===== src/rtl/rsc_pkg.sv =====
package rsc_pkg;

  typedef enum logic [1:0] {ST_RUN, ST_SLEEP, ST_WAKE} slp_state_e;
  typedef enum logic [0:0] {WAKE_BY_IRQ, WAKE_BY_RST} wake_kind_e;

  localparam int unsigned FLAG_N   = 4;
  localparam int unsigned FLAG_POR = 0;
  localparam int unsigned FLAG_EXT = 1;
  localparam int unsigned FLAG_WDT = 2;
  localparam int unsigned FLAG_BOD = 3;

  // A mode code is usable when its bit in the mask is set.
  function automatic logic mode_allowed(input logic [2:0] code, input logic [7:0] mask);
    return mask[code];
  endfunction

  // Write-zero-to-clear with set priority.
  function automatic logic [FLAG_N-1:0] flags_next(input logic [FLAG_N-1:0] cur,
                                                   input logic              wr,
                                                   input logic [FLAG_N-1:0] wdata,
                                                   input logic [FLAG_N-1:0] set);
    logic [FLAG_N-1:0] keep;
    keep = wr ? wdata : {FLAG_N{1'b1}};
    return (cur & keep) | set;
  endfunction

endpackage


===== src/rtl/rsc_ext_filter.sv =====
module rsc_ext_filter #(
  parameter int unsigned MIN_CYC = 4
) (
  input  logic clk,
  input  logic rst,
  input  logic pin_n,
  output logic hit
);
  localparam int unsigned CW = $clog2(MIN_CYC + 1);
  localparam logic [CW-1:0] CNT_MAX = CW'(MIN_CYC);

  logic [CW-1:0] low_cnt;

  always_ff @(posedge clk) begin
    if (rst) begin
      low_cnt <= '0;
    end else if (pin_n) begin
      low_cnt <= '0;
    end else if (low_cnt != CNT_MAX) begin
      low_cnt <= low_cnt + 1'b1;
    end
  end

  assign hit = !pin_n && (low_cnt == CNT_MAX);

  AST_EXT_PIN_WAS_LOW: assert property (@(posedge clk) disable iff (rst)
    hit |-> $past(!pin_n));

endmodule


===== src/rtl/rsc_watchdog.sv =====
module rsc_watchdog #(
  parameter int unsigned PERIOD = 64
) (
  input  logic clk,
  input  logic rst,
  input  logic en,
  input  logic kick,
  output logic fire
);
  localparam int unsigned CW = $clog2(PERIOD);
  localparam logic [CW-1:0] LAST = CW'(PERIOD - 1);

  logic [CW-1:0] tick_cnt;

  assign fire = en && !kick && (tick_cnt == LAST);

  always_ff @(posedge clk) begin
    if (rst || !en || kick || fire) begin
      tick_cnt <= '0;
    end else begin
      tick_cnt <= tick_cnt + 1'b1;
    end
  end

  AST_WDT_RESTARTS_AFTER_FIRE: assert property (@(posedge clk) disable iff (rst)
    fire |=> (tick_cnt == '0));

  AST_WDT_QUIET_AFTER_KICK: assert property (@(posedge clk) disable iff (rst)
    kick |=> !fire);

endmodule


===== src/rtl/rsc_cause.sv =====
module rsc_cause
  import rsc_pkg::*;
(
  input  logic              clk,
  input  logic              por,
  input  logic              ext_hit,
  input  logic              wdt_hit,
  input  logic              bod_hit,
  input  logic              wr,
  input  logic [FLAG_N-1:0] wdata,
  output logic [FLAG_N-1:0] flags,
  output logic              core_rst
);
  logic [FLAG_N-1:0] src_set;
  logic              any_src;

  always_comb begin
    src_set           = '0;
    src_set[FLAG_EXT] = ext_hit;
    src_set[FLAG_WDT] = wdt_hit;
    src_set[FLAG_BOD] = bod_hit;
  end

  assign any_src = |src_set;

  always_ff @(posedge clk) begin
    if (por) begin
      flags    <= FLAG_N'(1) << FLAG_POR;
      core_rst <= 1'b1;
    end else begin
      flags    <= flags_next(flags, wr, wdata, src_set);
      core_rst <= any_src;
    end
  end

  AST_RST_FOLLOWS_SOURCE: assert property (@(posedge clk) disable iff (por)
    any_src |=> core_rst);

  AST_RST_RELEASES: assert property (@(posedge clk) disable iff (por)
    !any_src |=> !core_rst);

  for (genvar i = 1; i < FLAG_N; i++) begin : g_flag_chk
    AST_FLAG_HAS_SOURCE: assert property (@(posedge clk) disable iff (por)
      $rose(flags[i]) |-> $past(src_set[i]));
  end

endmodule


===== src/rtl/rsc_sleep_fsm.sv =====
module rsc_sleep_fsm
  import rsc_pkg::*;
#(
  parameter int unsigned WAKE_LEN  = 12,
  parameter logic [7:0]  MODE_MASK = 8'h1F
) (
  input  logic       clk,
  input  logic       rst,
  input  logic       sleep_req,
  input  logic [3:0] sleep_ctl,
  input  logic       irq,
  input  logic       rst_evt,
  output logic       halt,
  output logic       resume
);
  localparam int unsigned WCW = $clog2(WAKE_LEN);
  localparam logic [WCW-1:0] WLAST = WCW'(WAKE_LEN - 1);

  slp_state_e     state;
  wake_kind_e     kind;
  logic [WCW-1:0] wcnt;

  logic mode_ok;
  logic enter_sleep;
  logic wake_evt;
  logic wake_done;

  assign mode_ok     = sleep_ctl[3] && mode_allowed(sleep_ctl[2:0], MODE_MASK);
  assign enter_sleep = (state == ST_RUN) && sleep_req && mode_ok && !rst_evt;
  assign wake_evt    = (state == ST_SLEEP) && (irq || rst_evt);
  assign wake_done   = (state == ST_WAKE) && (wcnt == WLAST);

  always_ff @(posedge clk) begin
    if (rst) begin
      state  <= ST_RUN;
      kind   <= WAKE_BY_IRQ;
      wcnt   <= '0;
      resume <= 1'b0;
    end else begin
      resume <= 1'b0;
      unique case (state)
        ST_RUN: begin
          if (enter_sleep) state <= ST_SLEEP;
        end
        ST_SLEEP: begin
          if (wake_evt) begin
            state <= ST_WAKE;
            wcnt  <= '0;
            kind  <= rst_evt ? WAKE_BY_RST : WAKE_BY_IRQ;
          end
        end
        ST_WAKE: begin
          if (rst_evt) kind <= WAKE_BY_RST;
          if (wake_done) begin
            state  <= ST_RUN;
            resume <= (kind == WAKE_BY_IRQ) && !rst_evt;
          end else begin
            wcnt <= wcnt + 1'b1;
          end
        end
        default: state <= ST_RUN;
      endcase
    end
  end

  assign halt = (state != ST_RUN);

  AST_BAD_MODE_NOOP: assert property (@(posedge clk) disable iff (rst)
    ((state == ST_RUN) && sleep_req && !mode_ok) |=> !halt);

  AST_SLEEP_KEEPS_HALT: assert property (@(posedge clk) disable iff (rst)
    ((state == ST_SLEEP) && !irq && !rst_evt) |=> halt);

  AST_RESUME_ON_RELEASE: assert property (@(posedge clk) disable iff (rst)
    resume |-> ($past(halt) && !halt));

  AST_RESET_WAKE_NO_RESUME: assert property (@(posedge clk) disable iff (rst)
    ((state == ST_WAKE) && (kind == WAKE_BY_RST)) |=> !resume);

endmodule


===== src/rtl/rst_sleep_ctrl.sv =====
module rst_sleep_ctrl
  import rsc_pkg::*;
#(
  parameter int unsigned EXT_MIN_CYC = 4,
  parameter int unsigned WDT_PERIOD  = 64,
  parameter int unsigned STARTUP_CYC = 8,
  parameter logic [7:0]  MODE_MASK   = 8'h1F
) (
  input  logic       clk,
  input  logic       por_req,
  input  logic       ext_rst_n,
  input  logic       bod_low,
  input  logic       bod_en,
  input  logic       wdt_en,
  input  logic       wdt_kick,
  input  logic       sleep_req,
  input  logic [3:0] sleep_ctl,
  input  logic       wake_irq,
  input  logic       flag_wr,
  input  logic [3:0] flag_wdata,
  output logic       core_rst,
  output logic [3:0] rst_flags,
  output logic       core_halt,
  output logic       resume_next
);
  localparam int unsigned WAKE_LEN = STARTUP_CYC + 4;

  logic ext_hit;
  logic wdt_hit;
  logic bod_hit;
  logic rst_evt;

  assign bod_hit = bod_low && bod_en;
  assign rst_evt = ext_hit || wdt_hit || bod_hit;

  rsc_ext_filter #(.MIN_CYC(EXT_MIN_CYC)) u_ext (
    .clk   (clk),
    .rst   (por_req),
    .pin_n (ext_rst_n),
    .hit   (ext_hit)
  );

  rsc_watchdog #(.PERIOD(WDT_PERIOD)) u_wdt (
    .clk  (clk),
    .rst  (por_req),
    .en   (wdt_en),
    .kick (wdt_kick),
    .fire (wdt_hit)
  );

  rsc_cause u_cause (
    .clk      (clk),
    .por      (por_req),
    .ext_hit  (ext_hit),
    .wdt_hit  (wdt_hit),
    .bod_hit  (bod_hit),
    .wr       (flag_wr),
    .wdata    (flag_wdata),
    .flags    (rst_flags),
    .core_rst (core_rst)
  );

  rsc_sleep_fsm #(.WAKE_LEN(WAKE_LEN), .MODE_MASK(MODE_MASK)) u_slp (
    .clk       (clk),
    .rst       (por_req),
    .sleep_req (sleep_req),
    .sleep_ctl (sleep_ctl),
    .irq       (wake_irq),
    .rst_evt   (rst_evt),
    .halt      (core_halt),
    .resume    (resume_next)
  );

  AST_BOD_NEEDS_ENABLE: assert property (@(posedge clk) disable iff (por_req)
    (!bod_en && !ext_hit && !wdt_hit) |=> !core_rst);

  AST_IRQ_IGNORED_RUNNING: assert property (@(posedge clk) disable iff (por_req)
    (!core_halt && !sleep_req) |=> !core_halt);

endmodule


===== config.mk =====
export PLATFORM = sky130hd
export DESIGN_NAME = rst_sleep_ctrl
export DESIGN_NICKNAME = d
export VERILOG_FILES = /design/src/rtl/rsc_pkg.sv /design/src/rtl/rsc_ext_filter.sv /design/src/rtl/rsc_watchdog.sv /design/src/rtl/rsc_cause.sv /design/src/rtl/rsc_sleep_fsm.sv /design/src/rtl/rst_sleep_ctrl.sv
export SDC_FILE = /design/constraint.sdc
export NUM_CORES = 1
export LEC_CHECK = 0
export BUFFER_PORTS_ARGS = -buffer_cell sky130_fd_sc_hd__buf_2
export CAP_MARGIN = 10
export CORE_MARGIN = 2
export CORE_UTILIZATION = 40
export CTS_CLUSTER_DIAMETER = 40
export DETAILED_ROUTE_END_ITERATION = 12
export PLACE_DENSITY = 0.71
export SLEW_MARGIN = 20
export SYNTH_ARGS = -nofsm -noshare
export SYNTH_HDL_FRONTEND = slang
export SYNTH_HIERARCHICAL = 1
export SYNTH_SLANG_ARGS = --single-unit

===== constraint.sdc =====
create_clock -name clk -period 4 [get_ports clk]
set_input_delay 0.8 -clock clk [delete_from_list [all_inputs] [get_ports clk]]
set_output_delay 0.8 -clock clk [all_outputs]
set_load 0.005 [all_outputs]

==> impl_metrics.toml <==
[sta]
max_freq_mhz = 508.4
hold_viol = 0
relSlewSlack = 0.7713
skew_ns = 0.01139
worst_pin_slew_ns = 0.3384
setup-tns-final_ns = 0
setup_viol = 0
post-route-min-period_ns = 1.967
min_period_over_period = 0.4917
rsz0062_at_grt = "false"
final-max-slew-violation-count = 0

[routing]
wirelength_um = 1935
vias_per_cell = 5.078
drc_errors = 0
drt-initial-drc-count = 5
vias = 843
drt_first_pass_iters = 4
wl_per_cell_um = 11.66
ant_nets = 0

[cells_and_area]
drive_above_1_share = 0.2941
multiInputGateArea_um2 = 553.0
layout.nets = 159
antenna_cells = 0
fin_area_um2 = 1222
syn2layout_area_growth_pct = 19.58
nFillCells = 236
area.sequential_um2 = 440.4

[synth]
ys_types = 42
synthCells = 110
avgSynthCellArea_um2 = 9.293
synth_warnings = 6
ys_seq_area_frac = 0.4308
synth_nets = 132
synth_edf_count = 0
netlist_area_um2 = 1022
synth_ff_type = "dfxtp_1"
ys_ff_latch = 22
async_reset_ff_frac = 0

[critical_path]
cp.required_ns = 4.21
critPathCaptureType = "register"
start_kind = "input port"
crit_chain = "buf_2, nand4b_1, nor2_1, a211o_1, o21ai_0, o21bai_1, o31ai_1"
path_max_fanout = 6
critPathKind = "input port to register"
worstPathArrival_ns = 2.17
critPathMaxStageDelay_ns = 0.31
crit_slowest_cell = "o21bai_1"
path_buf_inv = 1
path_delay_family = "compound AO/OA/AOI/OAI gates"

[placed_design]
gp_congestion = 0.7630
dp_hpwl_um = 1500
port_buffers = 24
place_area_um2 = 1170

[floorplanning]
core_area_um2 = 2455
die_x_um = 54.55
dieArea_um2 = 2976
dieHeight_um = 54.55
row_count = 18
start_util = 0.4164
ioPinCount = 25

[power_and_ir_drop]
powerDensity_nw_per_um2 = 353.9
peakVddDrop_uv = 288.7
leakage_nw = 0.4927
power.total_mw = 0.4326

[clock_tree]
ctsHoldBuffers = 0
ctsResizeCount = 0
cts_tree = "done"
cts_buffers = 3
postCtsSetupBuffers = 0
cts_sinks = 22
cts_max_level = 1
path_clk_slew_ns = 0.13
insertion_delay_ns = 0.31
cts_root_buffer = "clkbuf_4"
clockBufferDepth = 2

[global_route]
grt_pass1_vias = 805
grt_start_max_net_pins = 16
grt_overflow = 0
grt_usage = 0.1550
antenna_found_initial = 0
grt_pass1_wl_um = 3277

[job]
cap_violations = 0

[worst_hold_path]
hold_class = "register to register"

[outcome]
status = "complete, no violations"
## worst reg2reg max path: cells and delay by family (launching register included)
family | cells | cell delay [ns]
AO/OA/AOI/OAI | 4 | 1.00
flip-flops | 1 | 0.35
AND/OR/NAND/NOR | 2 | 0.30
adder cells (fa/ha/maj) | 1 | 0.22
## cell type report
class	instances	area share
multi-input combinational	81	0.4524
tap	30	0.03071
clock inverter	1	0.02457
inverter	5	0.01535
timing repair buffer	24	0.09826
sequential	22	0.3603
clock buffer	3	0.01842
## metrics by stage
step                setup WS, ns  std cells  hold WS [ns]    util
floorplan                  2.015        110        0.4226       -
global placement           1.752        162        0.4338  0.4766
detailed placement         1.711        162        0.4381  0.4766
CTS                        2.029        166        0.4687  0.4980
global route               1.886        166        0.5029  0.4980
finish                     2.033        166        0.4608  0.4980
## layout by cell type (no fill, tap or decap), types with 4 or more instances in the layout
cell,netlist,layout
a211oi_1,4,4
buf_2,2,24
dfxtp_1,22,22
ha_1,4,4
inv_1,5,5
nand2_1,5,5
nand3_1,4,4
nor2_1,16,16
o21ai_0,5,5
## registers in the layout, summed over array words and instances (netlist names)
register	count
u_wdt/tick_cnt	6
u_ext/low_cnt	3
u_slp/state	2
u_cause/flags	4
u_slp/kind	1
u_slp/resume	1
u_cause/core_rst	1
u_slp/wcnt	4
## cells in the mapped netlist (2+ instances only)
master     n  area share
a211oi_1   4       0.029
a21oi_1    3       0.015
buf_2      2      0.0098
dfxtp_1   22        0.43
ha_1       4       0.049
inv_1      5       0.018
nand2_1    5       0.018
nand3_1    4       0.020
nor2_1    16       0.059
nor3_1     3       0.015
nor3b_1    3       0.022
o21ai_0    5       0.024
o22ai_1    2       0.012
or3_1      3       0.018
xor2_1     2       0.017
## power by group
| group | switching, mW | internal (mW) |
|---|---|---|
| registers | 0.00431 | 0.224 |
| clock network | 0.0665 | 0.101 |
| logic | 0.0169 | 0.0196 |
## per-layer routing
metal | wire length, um | GRT usage | vias up
met1 | 896 | 0.1711 | 380
li1 | - | - | 446
met5 | 0 | 0 | -
met3 | 86 | 0.05738 | 2
met2 | 931 | 0.2731 | 15
met4 | 20 | 0.05000 | 0
## worst paths after layout
| check | from | endpoint | slack (ns) | cells past startpoint |
|---|---|---|---|---|
| setup / recovery | wdt_kick | u_slp/wcnt[1] | 2.03 | 7 |
| hold / removal | u_cause/flags[0] | u_cause/flags[0] | 0.46 | 1 |
| hold reg to reg | u_cause/flags[0] | u_cause/flags[0] | 0.46 | 1 |
| setup reg to reg | u_wdt/tick_cnt[0] | u_slp/wcnt[1] | 2.05 | 7 |
## cells by family (layout without fill, tap and decap cells)
| kind of cell | count (synthesis) | in the layout | share of synthesized area |
|---|---|---|---|
| buf+inv | 7 | 33 | 0.02815 |
| compound gates | 22 | 22 | 0.1567 |
| fa+ha+maj | 4 | 4 | 0.04896 |
| flops | 22 | 22 | 0.4308 |
| simple gates | 51 | 51 | 0.2999 |
| xor+xnor | 3 | 3 | 0.02571 |
| mux | 1 | 1 | 0.009792 |
No activity file was read; power rests on OpenSTA's default activity.
